==> src/rtl/ptmr_pkg.sv <==
// Package: shared register addresses and the control register layout for
// the prescaled timer. Assumes a bus data width of at least 6 bits.
package ptmr_pkg;

    localparam logic [1:0] ADR_CTRL = 2'd0;
    localparam logic [1:0] ADR_LO   = 2'd1;
    localparam logic [1:0] ADR_HI   = 2'd2;
    localparam logic [1:0] ADR_STAT = 2'd3;

    // Control register, bit 5 down to bit 0.
    typedef struct packed {
        logic       wide;      // bit 5: buffered 16-bit access
        logic [1:0] ps;        // bits 4:3: prescale code
        logic       async_sel; // bit 2: unsynchronized external path
        logic       ext_sel;   // bit 1: external source
        logic       run;       // bit 0: counting enable
    } ctrl_t;

    localparam int CTRL_W = $bits(ctrl_t);

endpackage

==> src/rtl/ptmr_clksel.sv <==
// Clock source selector: makes a one-cycle internal tick every TICK_DIV
// system clocks and detects rising edges of the sampled external input on
// either a synchronized (SYNC_W flops) or a single-flop path.
// Assumes SYNC_W >= 2 and that the external input is slower than clk / 2.
module ptmr_clksel #(
    parameter int TICK_DIV = 4,
    parameter int SYNC_W   = 2
) (
    input  logic clk,
    input  logic rst_n,
    input  logic ext_i,
    input  logic run,
    input  logic ext_sel,
    input  logic async_sel,
    input  logic restart,
    output logic src_tick
);

    logic [SYNC_W:0] stg_q;
    logic            int_tick;
    logic            edge_fast;
    logic            edge_sync;

    // Purpose: shift the external input through the sampling chain.
    always_ff @(posedge clk) begin
        if (!rst_n) stg_q <= '0;
        else        stg_q <= {stg_q[SYNC_W-1:0], ext_i};
    end

    assign edge_fast = stg_q[0] & ~stg_q[1];
    assign edge_sync = stg_q[SYNC_W-1] & ~stg_q[SYNC_W];

    generate
        if (TICK_DIV <= 1) begin : g_nodiv
            assign int_tick = 1'b1;
        end else begin : g_div
            localparam int DIV_W = $clog2(TICK_DIV);
            logic [DIV_W-1:0] div_q;

            // Purpose: free-running instruction-cycle divider, restarted on counter writes.
            always_ff @(posedge clk) begin
                if (!rst_n || restart)                   div_q <= '0;
                else if (div_q == DIV_W'(TICK_DIV - 1)) div_q <= '0;
                else                                     div_q <= div_q + 1'b1;
            end

            assign int_tick = (div_q == DIV_W'(TICK_DIV - 1));

            AST_TICK_GAP: assert property (@(posedge clk) disable iff (!rst_n)
                int_tick |=> !int_tick);
        end
    endgenerate

    // Purpose: pick the source pulse and gate it with the run bit.
    always_comb begin
        if (!run)         src_tick = 1'b0;
        else if (ext_sel) src_tick = async_sel ? edge_fast : edge_sync;
        else              src_tick = int_tick;
    end

    AST_SYNC_LAG: assert property (@(posedge clk) disable iff (!rst_n)
        edge_sync |-> $past(edge_fast, SYNC_W - 1));
    AST_RUN_GATE: assert property (@(posedge clk) disable iff (!rst_n)
        !run |-> !src_tick);

endmodule

==> src/rtl/ptmr_prescale.sv <==
// Prescaler: passes every 2**sel-th input pulse. The internal count is
// cleared by restart and after each output pulse. A masked compare keeps
// it from sticking when the code is lowered in mid-count.
module ptmr_prescale #(
    parameter int PS_SEL_W = 2
) (
    input  logic                clk,
    input  logic                rst_n,
    input  logic                tick_i,
    input  logic [PS_SEL_W-1:0] sel,
    input  logic                restart,
    output logic                tick_o
);

    localparam int PS_CNT_W = (1 << PS_SEL_W) - 1;

    logic [PS_CNT_W-1:0] cnt_q;
    logic [PS_CNT_W-1:0] limit;

    assign limit  = ~({PS_CNT_W{1'b1}} << sel);
    assign tick_o = tick_i && ((cnt_q & limit) == limit);

    // Purpose: count source pulses until the selected ratio is reached.
    always_ff @(posedge clk) begin
        if (!rst_n || restart) cnt_q <= '0;
        else if (tick_o)       cnt_q <= '0;
        else if (tick_i)       cnt_q <= cnt_q + 1'b1;
    end

    AST_PS_SPACING: assert property (@(posedge clk) disable iff (!rst_n)
        (tick_o && sel != '0 && !restart) |=> !tick_o);
    AST_PS_NEEDS_IN: assert property (@(posedge clk) disable iff (!rst_n)
        !tick_i |-> !tick_o);

endmodule

==> src/rtl/ptmr_core.sv <==
// Counter core: two BYTE_W halves with bus write, special-event clear and
// increment (in that priority), the sticky wrap flag, and the high-byte
// buffer used for atomic access in wide mode.
// Assumes at most one of wr_lo / wr_hi / rd_lo per cycle.
module ptmr_core #(
    parameter int BYTE_W = 8
) (
    input  logic                  clk,
    input  logic                  rst_n,
    input  logic                  inc,
    input  logic                  sev_clr,
    input  logic                  wide,
    input  logic                  wr_lo,
    input  logic                  wr_hi,
    input  logic                  rd_lo,
    input  logic                  flag_clr,
    input  logic [BYTE_W-1:0]     wdata,
    output logic [2*BYTE_W-1:0]   count_o,
    output logic [BYTE_W-1:0]     hbuf_o,
    output logic                  flag_o,
    output logic                  cnt_wr
);

    localparam int CNT_W = 2 * BYTE_W;

    logic [BYTE_W-1:0] lo_q, hi_q, hbuf_q;
    logic              flag_q;
    logic              wrap;

    assign count_o = {hi_q, lo_q};
    assign hbuf_o  = hbuf_q;
    assign flag_o  = flag_q;
    assign cnt_wr  = wr_lo | (wr_hi & ~wide);
    assign wrap    = inc && (count_o == {CNT_W{1'b1}}) && !cnt_wr && !sev_clr;

    // Purpose: update the count by write, clear or increment.
    always_ff @(posedge clk) begin
        if (!rst_n) begin
            lo_q <= '0;
            hi_q <= '0;
        end else if (cnt_wr) begin
            if (wr_lo) begin
                lo_q <= wdata;
                if (wide) hi_q <= hbuf_q;
            end else begin
                hi_q <= wdata;
            end
        end else if (sev_clr) begin
            lo_q <= '0;
            hi_q <= '0;
        end else if (inc) begin
            {hi_q, lo_q} <= count_o + 1'b1;
        end
    end

    // Purpose: sticky overflow flag; a wrap wins over a clearing write.
    always_ff @(posedge clk) begin
        if (!rst_n)        flag_q <= 1'b0;
        else if (wrap)     flag_q <= 1'b1;
        else if (flag_clr) flag_q <= 1'b0;
    end

    // Purpose: high-byte buffer for wide-mode writes and low-byte reads.
    always_ff @(posedge clk) begin
        if (!rst_n)                hbuf_q <= '0;
        else if (wide && wr_hi)    hbuf_q <= wdata;
        else if (wide && rd_lo)    hbuf_q <= hi_q;
    end

    AST_WRAP_FLAG: assert property (@(posedge clk) disable iff (!rst_n)
        wrap |=> (flag_o && count_o == '0));
    AST_FLAG_STICKY: assert property (@(posedge clk) disable iff (!rst_n)
        (flag_o && !flag_clr) |=> flag_o);
    AST_SEV_ZERO: assert property (@(posedge clk) disable iff (!rst_n)
        (sev_clr && !cnt_wr) |=> count_o == '0);
    AST_SEV_NO_FLAG: assert property (@(posedge clk) disable iff (!rst_n)
        (sev_clr && !cnt_wr && !flag_o) |=> !flag_o);
    AST_WIDE_LOAD: assert property (@(posedge clk) disable iff (!rst_n)
        (wide && wr_lo) |=> count_o == {$past(hbuf_o), $past(wdata)});
    AST_WIDE_LATCH: assert property (@(posedge clk) disable iff (!rst_n)
        (wide && rd_lo && !wr_hi) |=> hbuf_o == $past(count_o[CNT_W-1:BYTE_W]));
    AST_WR_WINS: assert property (@(posedge clk) disable iff (!rst_n)
        (wr_lo && !wide) |=> count_o[BYTE_W-1:0] == $past(wdata));

endmodule

==> src/rtl/ptmr16.sv <==
// Top: prescaled 16-bit timer/counter with a 4-address register window.
// Holds the control register, decodes bus strobes, and muxes read data.
// Assumes BYTE_W >= the control register width (6).
module ptmr16 #(
    parameter int BYTE_W   = 8,
    parameter int TICK_DIV = 4,
    parameter int PS_SEL_W = 2,
    parameter int SYNC_W   = 2
) (
    input  logic              clk,
    input  logic              rst_n,
    input  logic              ext_clk_i,
    input  logic              sev_clr_i,
    input  logic [1:0]        reg_addr_i,
    input  logic              reg_wr_i,
    input  logic              reg_rd_i,
    input  logic [BYTE_W-1:0] reg_wdata_i,
    output logic [BYTE_W-1:0] reg_rdata_o,
    output logic              ovf_flag_o
);
    import ptmr_pkg::*;

    localparam int CNT_W = 2 * BYTE_W;

    ctrl_t              ctrl_q;
    logic               wr_ctrl, wr_lo, wr_hi, wr_stat, rd_lo;
    logic               src_tick, ps_tick, cnt_wr;
    logic [CNT_W-1:0]   count;
    logic [BYTE_W-1:0]  hbuf;
    logic               flag;

    assign wr_ctrl = reg_wr_i && (reg_addr_i == ADR_CTRL);
    assign wr_lo   = reg_wr_i && (reg_addr_i == ADR_LO);
    assign wr_hi   = reg_wr_i && (reg_addr_i == ADR_HI);
    assign wr_stat = reg_wr_i && (reg_addr_i == ADR_STAT);
    assign rd_lo   = reg_rd_i && (reg_addr_i == ADR_LO);

    // Purpose: hold the control register.
    always_ff @(posedge clk) begin
        if (!rst_n)       ctrl_q <= '0;
        else if (wr_ctrl) ctrl_q <= ctrl_t'(reg_wdata_i[CTRL_W-1:0]);
    end

    ptmr_clksel #(.TICK_DIV(TICK_DIV), .SYNC_W(SYNC_W)) u_clksel (
        .clk       (clk),
        .rst_n     (rst_n),
        .ext_i     (ext_clk_i),
        .run       (ctrl_q.run),
        .ext_sel   (ctrl_q.ext_sel),
        .async_sel (ctrl_q.async_sel),
        .restart   (cnt_wr),
        .src_tick  (src_tick)
    );

    ptmr_prescale #(.PS_SEL_W(PS_SEL_W)) u_ps (
        .clk     (clk),
        .rst_n   (rst_n),
        .tick_i  (src_tick),
        .sel     (ctrl_q.ps[PS_SEL_W-1:0]),
        .restart (cnt_wr),
        .tick_o  (ps_tick)
    );

    ptmr_core #(.BYTE_W(BYTE_W)) u_core (
        .clk      (clk),
        .rst_n    (rst_n),
        .inc      (ps_tick),
        .sev_clr  (sev_clr_i),
        .wide     (ctrl_q.wide),
        .wr_lo    (wr_lo),
        .wr_hi    (wr_hi),
        .rd_lo    (rd_lo),
        .flag_clr (wr_stat),
        .wdata    (reg_wdata_i),
        .count_o  (count),
        .hbuf_o   (hbuf),
        .flag_o   (flag),
        .cnt_wr   (cnt_wr)
    );

    assign ovf_flag_o = flag;

    // Purpose: read data for the addressed register.
    always_comb begin
        reg_rdata_o = '0;
        case (reg_addr_i)
            ADR_CTRL: reg_rdata_o[CTRL_W-1:0] = ctrl_q;
            ADR_LO:   reg_rdata_o = count[BYTE_W-1:0];
            ADR_HI:   reg_rdata_o = ctrl_q.wide ? hbuf : count[CNT_W-1:BYTE_W];
            default:  reg_rdata_o[0] = flag;
        endcase
    end

    AST_HOLD_OFF: assert property (@(posedge clk) disable iff (!rst_n)
        (!ctrl_q.run && !cnt_wr && !sev_clr_i) |=> $stable(count));
    AST_HI_DIRECT: assert property (@(posedge clk) disable iff (!rst_n)
        (wr_hi && !ctrl_q.wide) |=> count[CNT_W-1:BYTE_W] == $past(reg_wdata_i));

endmodule

==> config.mk <==
export PLATFORM = sky130hd
export DESIGN_NAME = ptmr16
export DESIGN_NICKNAME = d
export VERILOG_FILES = /design/src/rtl/ptmr_pkg.sv /design/src/rtl/ptmr_clksel.sv /design/src/rtl/ptmr_prescale.sv /design/src/rtl/ptmr_core.sv /design/src/rtl/ptmr16.sv
export SDC_FILE = /design/constraint.sdc
export NUM_CORES = 1
export LEC_CHECK = 0
export BUFFER_PORTS_ARGS = -buffer_cell sky130_fd_sc_hd__buf_2
export CAP_MARGIN = 0
export CORE_MARGIN = 3
export CORE_UTILIZATION = 50
export DETAILED_ROUTE_END_ITERATION = 7
export GPL_ROUTABILITY_DRIVEN = 0
export PLACE_DENSITY = 0.69
export SLEW_MARGIN = 20
export SYNTH_ARGS = -nofsm -noshare
export SYNTH_HDL_FRONTEND = slang
export SYNTH_SLANG_ARGS = --single-unit
==> constraint.sdc <==
create_clock -name clk -period 4.5 [get_ports clk]
set_input_delay 0.225 -clock clk [delete_from_list [all_inputs] [get_ports clk]]
set_output_delay 0.225 -clock clk [all_outputs]
set_load 0.1 [all_outputs]
==> results of run 1 <==
## worst min path at each step
stage	from	end	slack, ns	cells past startpoint
2_1_floorplan	ext_clk_i	u_clksel.stg_q[0]	0.35	1
3_3_place_gp	u_clksel.g_div.div_q[0]	u_clksel.g_div.div_q[0]	0.42	1
3_5_place_dp	u_clksel.g_div.div_q[0]	u_clksel.g_div.div_q[0]	0.42	1
4_1_cts	ext_clk_i	u_clksel.stg_q[0]	0.12	2
5_1_grt	ext_clk_i	u_clksel.stg_q[0]	0.14	2
6_report	ext_clk_i	u_clksel.stg_q[0]	0.13	2
## stage by stage
step / cell area [µm²] / util / instances / hold WS [ns]
2_1_floorplan: 2470 / - / 283 / 0.352
3_3_place_gp: 2550 / 0.559 / 352 / 0.415
3_5_place_dp: 2550 / 0.559 / 352 / 0.419
4_1_cts: 2690 / 0.589 / 360 / 0.123
5_1_grt: 2690 / 0.589 / 360 / 0.141
6_report: 2690 / 0.589 / 360 / 0.126
## metal layers
layer / track usage / vias to the layer above / share of wire
met2: 0.354 / 138 / 0.44
li1: - / 1118 / -
met4: 0.0634 / 0 / 0.022
met5: 0 / - / 0
met1: 0.336 / 1137 / 0.44
met3: 0.0378 / 17 / 0.092
## sequential cells by signal, indices dropped and copies added, names as in the netlist
register and count:
u_core.hbuf_o 8, u_core.lo_q 8, u_core.flag_o 1, u_ps.cnt_q 3, ctrl_q 6, u_clksel.g_div.div_q 2
u_clksel.stg_q 3, u_core.hi_q 8
## kinds of logic after synthesis
group,count (synthesis),share of synthesized area
AND/OR/NAND/NOR,99,0.216
AO/OA/AOI/OAI,94,0.308
flip-flops,39,0.317
buffers and inverters,31,0.0644
multiplexers,8,0.0406
adder cells (fa/ha/maj),8,0.0406
XOR/XNOR,4,0.0142
## worst max-delay path, stage by stage, from the launching register on
cell and delay, ns:
dfxtp_1 0.77, mux2_1 0.41, a222oi_1 0.30, mux2i_1 0.13, buf_2 0.31
## power breakdown
part / internal (mW) / switching [mW] / total [mW]
combinational: 0.0366 / 0.0765 / 0.113
sequential: 0.356 / 0.0150 / 0.371
clock: 0.221 / 0.132 / 0.353
## final cells by class
cell class / instances / area (µm²)
Tap cell: 65 / 81.3
Clock buffer: 5 / 68.8
Clock inverter: 3 / 67.6
Timing Repair Buffer: 24 / 120
Sequential cell: 39 / 781
Inverter: 11 / 41.3
Fill cell: 446 / 1880
Multi-Input combinational cell: 213 / 1530
## cell usage after synthesis (7+ instances only)
library cell / number
dfxtp_1: 39
a222oi_1: 14
and3_1: 7
nand3_1: 13
nand2_1: 28
clkbuf_1: 7
inv_1: 11
a21oi_1: 18
buf_2: 7
ha_1: 8
nor2b_1: 7
a31oi_1: 8
nor2_1: 17
==> results.sh, run 1 <==
export IMPL_tightest_slew_ns=0.766
export IMPL_max_slew_margin=0.489
export IMPL_fin_tns_setup_ns=0
export IMPL_ir_worst_vdd_mv=0.168
export IMPL_clock_sinks=39
export IMPL_cts_buffers=5
export IMPL_synth_nets=307
export IMPL_status="complete, no violations"
export IMPL_clk_latency_ns=0.30
export IMPL_synth_flop_cell="dfxtp_1"
export IMPL_post_cts_resized=0
export IMPL_die_x_um=76.2
export IMPL_syn2layout_area_growth_pct=8.93
export IMPL_wirelength_um=6860
export IMPL_cts_tree="built"
export IMPL_yosys_warnings=0
export IMPL_max_freq_mhz=406
export IMPL_cts_clk_slew_worst_paths_ns=0.08
export IMPL_rrSetupSlack_ns=2.14
export IMPL_root_buffer="clkbuf_8"
export IMPL_diodes=0
export IMPL_post_cts_buffers=0
export IMPL_drt_initial_drc_count=343
export IMPL_first_pass_iters=5
export IMPL_period_minus_slack_ns=2.46
export IMPL_ys_async_sr_fraction=0
export IMPL_htree_levels=2
export IMPL_worstSetupStartpoint="ctrl_q[5]"
export IMPL_postCtsHoldBufs=0
export IMPL_antenna_found_initial=0
export IMPL_path_class="reg -> out"
export IMPL_reg2reg_from="ctrl_q[5]"
export IMPL_final_antenna_net_count=0
export IMPL_die_h_um=76.2
export IMPL_fp_dieArea_um2=5810
export IMPL_p_per_area_nw_per_um2=311
export IMPL_synthDistinctLibCells=60
export IMPL_cp_end_kind="primary output"
export IMPL_synth_seq_area_share=0.317
export IMPL_finalHoldViolCount=0
export IMPL_setup_ws_ns=2.04
export IMPL_io_pins=25
export IMPL_arrival_ns=2.24
export IMPL_ys_ff_latch=39
export IMPL_track_usage=0.232
export IMPL_synth_edf_count=0
export IMPL_drive_gt1_frac=0.186
export IMPL_grt_pass1_wl_um=10900
export IMPL_initial_core_util=0.540
export IMPL_finalMaxSlewViolations=0
export IMPL_startpoint_type="flip-flop"
export IMPL_coreArea_um2=4560
export IMPL_grt_pass1_vias=2070
export IMPL_synth_area_leader_cell="dfxtp_1"
export IMPL_critPathRequiredTime_ns=4.28
export IMPL_rows=24
export IMPL_clock_skew_ns=0.00599
export IMPL_io_buffers=24
export IMPL_setup_viol=0
export IMPL_rsz0062_at_grt="false"
export IMPL_p_total_uw=837
export IMPL_drc=0
export IMPL_synth_area_leaders="dfxtp_1 32%, a222oi_1 5.7%, nand2_1 4.3%, ha_1 4.1%, a21oi_1 3.7%"
export IMPL_cap_violations=0
export IMPL_synth_area_um2=2470
export IMPL_finalCritPeriodShare=0.547
export IMPL_pre_cts_slack_ns=1.98
export IMPL_wire_per_inst_um=19.1
export IMPL_grt_max_degree=24
export IMPL_crit_end="reg_rdata_o[0]"
export IMPL_syn_inst=283
export IMPL_vias_per_cell=6.69
export IMPL_hp_class="in -> reg"
export IMPL_final_cell_mix="39 x dfxtp_1, 28 x nand2_1, 24 x buf_2"
export IMPL_cp_max_fo=15
export IMPL_r2r_end="u_core.lo_q[7]"
export IMPL_cts_max_path_buffers=2
export IMPL_r2r_cells=5
export IMPL_nNetsFinal=318
export IMPL_p_leak_nw=1.01
export IMPL_dp_hpwl_um=4850
export IMPL_yosysTopAreaCellShare=0.317
export IMPL_final_common_cell="dfxtp_1"
export IMPL_syn_avg_cell_area_um2=8.71
export IMPL_global_route_overflow_total=0
export IMPL_vias=2410
(Power assumes the default switching activity.)
==> inputs of run 2 (changes only) <==
--- a/config.mk
+++ b/config.mk
@@ -5,6 +5,7 @@
 export SDC_FILE = /design/constraint.sdc
 export NUM_CORES = 1
 export LEC_CHECK = 0
+export ABC_AREA = 1
 export BUFFER_PORTS_ARGS = -buffer_cell sky130_fd_sc_hd__buf_2
 export CAP_MARGIN = 0
 export CORE_MARGIN = 3
==> constraint.sdc (replaced) <==
create_clock -name clk -period 2.4 [get_ports clk]
set_input_delay 0.12 -clock clk [delete_from_list [all_inputs] [get_ports clk]]
set_output_delay 0.12 -clock clk [all_outputs]
set_load 0.1 [all_outputs]
==> run 2 against run 1 <==
Effect of this change: synthesized area is 5.2% higher; worst setup slack got worse by 1.8 ns; non-clock buffer count stayed put; die area grew 4.8%; synthesized cell count rose by 47%; power increased by 79%; critical path type unchanged.
==> results.sh, run 2 <==
export IMPL_synth_common_cells="110 x nand2_1, 59 x inv_1, 53 x nor2_1"
export IMPL_fp_dieArea_um2=6090
export IMPL_slowest_delay_ns=0.52
export IMPL_holdWs_ns=0.0104
export IMPL_hp_class="in -> reg"
export IMPL_coreArea_um2=4880
export IMPL_vias=2676
export IMPL_synth_edf_count=0
export IMPL_tightest_slew_ns=0.628
export IMPL_critPathRequiredTime_ns=2.28
export IMPL_antenna_found_initial=0
export IMPL_rsz0062_at_grt="false"
export IMPL_dp_hpwl_um=5310
export IMPL_p_per_area_nw_per_um2=532
export IMPL_finalMaxSlewViolations=0
export IMPL_period_minus_slack_ns=2.12
export IMPL_yosys_warnings=0
export IMPL_post_cts_buffers=0
export IMPL_syn_avg_cell_area_um2=6.25
export IMPL_diodes=0
export IMPL_vias_per_cell=5.34
export IMPL_ys_async_sr_fraction=0
export IMPL_post_cts_resized=0
export IMPL_die_h_um=78.0
export IMPL_status="complete, no violations"
export IMPL_drive_gt1_frac=0.104
export IMPL_cts_max_path_buffers=2
export IMPL_yosysTopAreaCellShare=0.301
export IMPL_fin_cells=501
export IMPL_cts_clk_slew_worst_paths_ns=0.08
export IMPL_track_usage=0.239
export IMPL_first_pass_iters=5
export IMPL_crit_chain="inv_4 -> nand2_1 -> o21ai_0 -> inv_1 -> nand2_1 -> o21ai_0 -> a21oi_1 -> o21ai_1 -> buf_2"
export IMPL_cp_max_fo=14
export IMPL_drc=0
export IMPL_htree_levels=2
export IMPL_synth_flop_cell="dfxtp_1"
export IMPL_synth_area_leaders="dfxtp_1 30%, nand2_1 16%, inv_1 8.5%, nor2_1 7.7%, o21ai_0 6.4%"
export IMPL_die_x_um=78.0
export IMPL_initial_core_util=0.532
export IMPL_finalCritPeriodShare=0.884
export IMPL_path_class="reg -> out"
export IMPL_global_route_overflow_total=0
export IMPL_arrival_ns=2.00
export IMPL_nNetsFinal=457
export IMPL_fin_tns_setup_ns=0
export IMPL_synth_nets=439
export IMPL_max_slew_margin=0.581
export IMPL_grt_pass1_wl_um=11500
export IMPL_finalHoldViolCount=0
export IMPL_drt_initial_drc_count=183
export IMPL_setup_viol=0
export IMPL_yosysMostFrequentCell="nand2_1"
export IMPL_post_route_util=0.577
export IMPL_final_common_cell="nand2_1"
export IMPL_synth_area_leader_cell="dfxtp_1"
export IMPL_synth_seq_area_share=0.301
export IMPL_rrSetupSlack_ns=0.56
export IMPL_grt_max_degree=36
export IMPL_rows=25
export IMPL_clock_skew_ns=0.00550
export IMPL_wirelength_um=6960
export IMPL_cap_violations=0
export IMPL_cts_buffers=5
export IMPL_path_buf_inv=3
export IMPL_synth_area_um2=2590
export IMPL_wire_per_inst_um=13.9
export IMPL_syn_inst=415
export IMPL_syn2layout_area_growth_pct=8.58
export IMPL_io_buffers=24
export IMPL_final_antenna_net_count=0
export IMPL_io_pins=25
export IMPL_dp_cells=493
export IMPL_root_buffer="clkbuf_8"
export IMPL_ys_ff_latch=39
export IMPL_grt_pass1_vias=2430
export IMPL_clock_sinks=39
export IMPL_startpoint_type="flip-flop"
export IMPL_postCtsHoldBufs=0
export IMPL_cts_tree="built"
export IMPL_final_cell_mix="110 x nand2_1, 59 x inv_1, 53 x nor2_1"
export IMPL_max_freq_mhz=471
export IMPL_slowest_stage="dfxtp_1"
export IMPL_synthDistinctLibCells=35
export IMPL_ir_worst_vdd_mv=0.276
export IMPL_clk_latency_ns=0.29
export IMPL_cp_end_kind="primary output"
export IMPL_cp_top_family="buffers and inverters"
export IMPL_p_leak_nw=1.34
## run 2: cell types whose count changed after synthesis, sizes merged, moves of 10 or more
| cell | change |
|---|---|
| a222oi | -14 |
| nand3 | +10 |
| o21ai | +27 |
| inv | +50 |
| nand2 | +84 |
| nor2 | +37 |
## run 2: path summary, 6_finish.rpt
check	from	to	depth (start not counted)
setup reg to reg	u_clksel.g_div.div_q[0]	u_core.lo_q[7]	9
hold reg to reg	u_clksel.g_div.div_q[0]	u_clksel.g_div.div_q[0]	1
hold / removal	ext_clk_i	u_clksel.stg_q[0]	3
setup / recovery	ctrl_q[5]	reg_rdata_o[0]	9
## run 2: cells by family after synthesis
family,after synthesis,share of synthesized area
and+or+nand+nor,203,0.333
AOI/OAI and AO/OA,88,0.195
buffers and inverters,75,0.126
DFF,39,0.301
adders and majority gates,8,0.0386
xor gates and xnor gates,2,0.00675
## run 2: power breakdown
part           internal (mW)  switching [mW]
clock                  0.204           0.232
combinational         0.0978           0.243
sequential             0.682          0.0421
total                  0.984           0.517
## run 2: metrics by stage
stage / instance area, µm² / worst slack (ns) / total power, mW
after floorplan: 2620 / 0.0991 / 1.00
after global placement: 2740 / 0.562 / 1.07
after detailed placement: 2740 / 0.496 / 1.08
after CTS: 2820 / 0.309 / 1.50
after global routing: 2820 / 0.172 / 1.58
final: 2820 / 0.278 / 1.50
## run 2: cell type report
| cell class | count | area (µm²) |
|---|---|---|
| clock inverter | 1 | 5.00 |
| inverter | 62 | 235 |
| timing repair buffer | 24 | 120 |
| tap | 67 | 83.8 |
| clock buffer | 7 | 76.3 |
| sequential | 39 | 781 |
| multi-input combinational | 301 | 1520 |
| fill | 511 | 2060 |
## run 2: layer usage
metal | share of wire | global-route usage | vias to the layer above
met5 | 0 | 0 | -
met1 | 0.46 | 0.308 | 1224
met2 | 0.46 | 0.396 | 68
met3 | 0.053 | 0.0459 | 14
li1 | - | - | 1370
met4 | 0.024 | 0.0874 | 0
## run 2: tightest hold or removal path, stage by stage
cell,delay [ns]
buf_2,0.08
nand2_1,0.04
inv_1,0.04
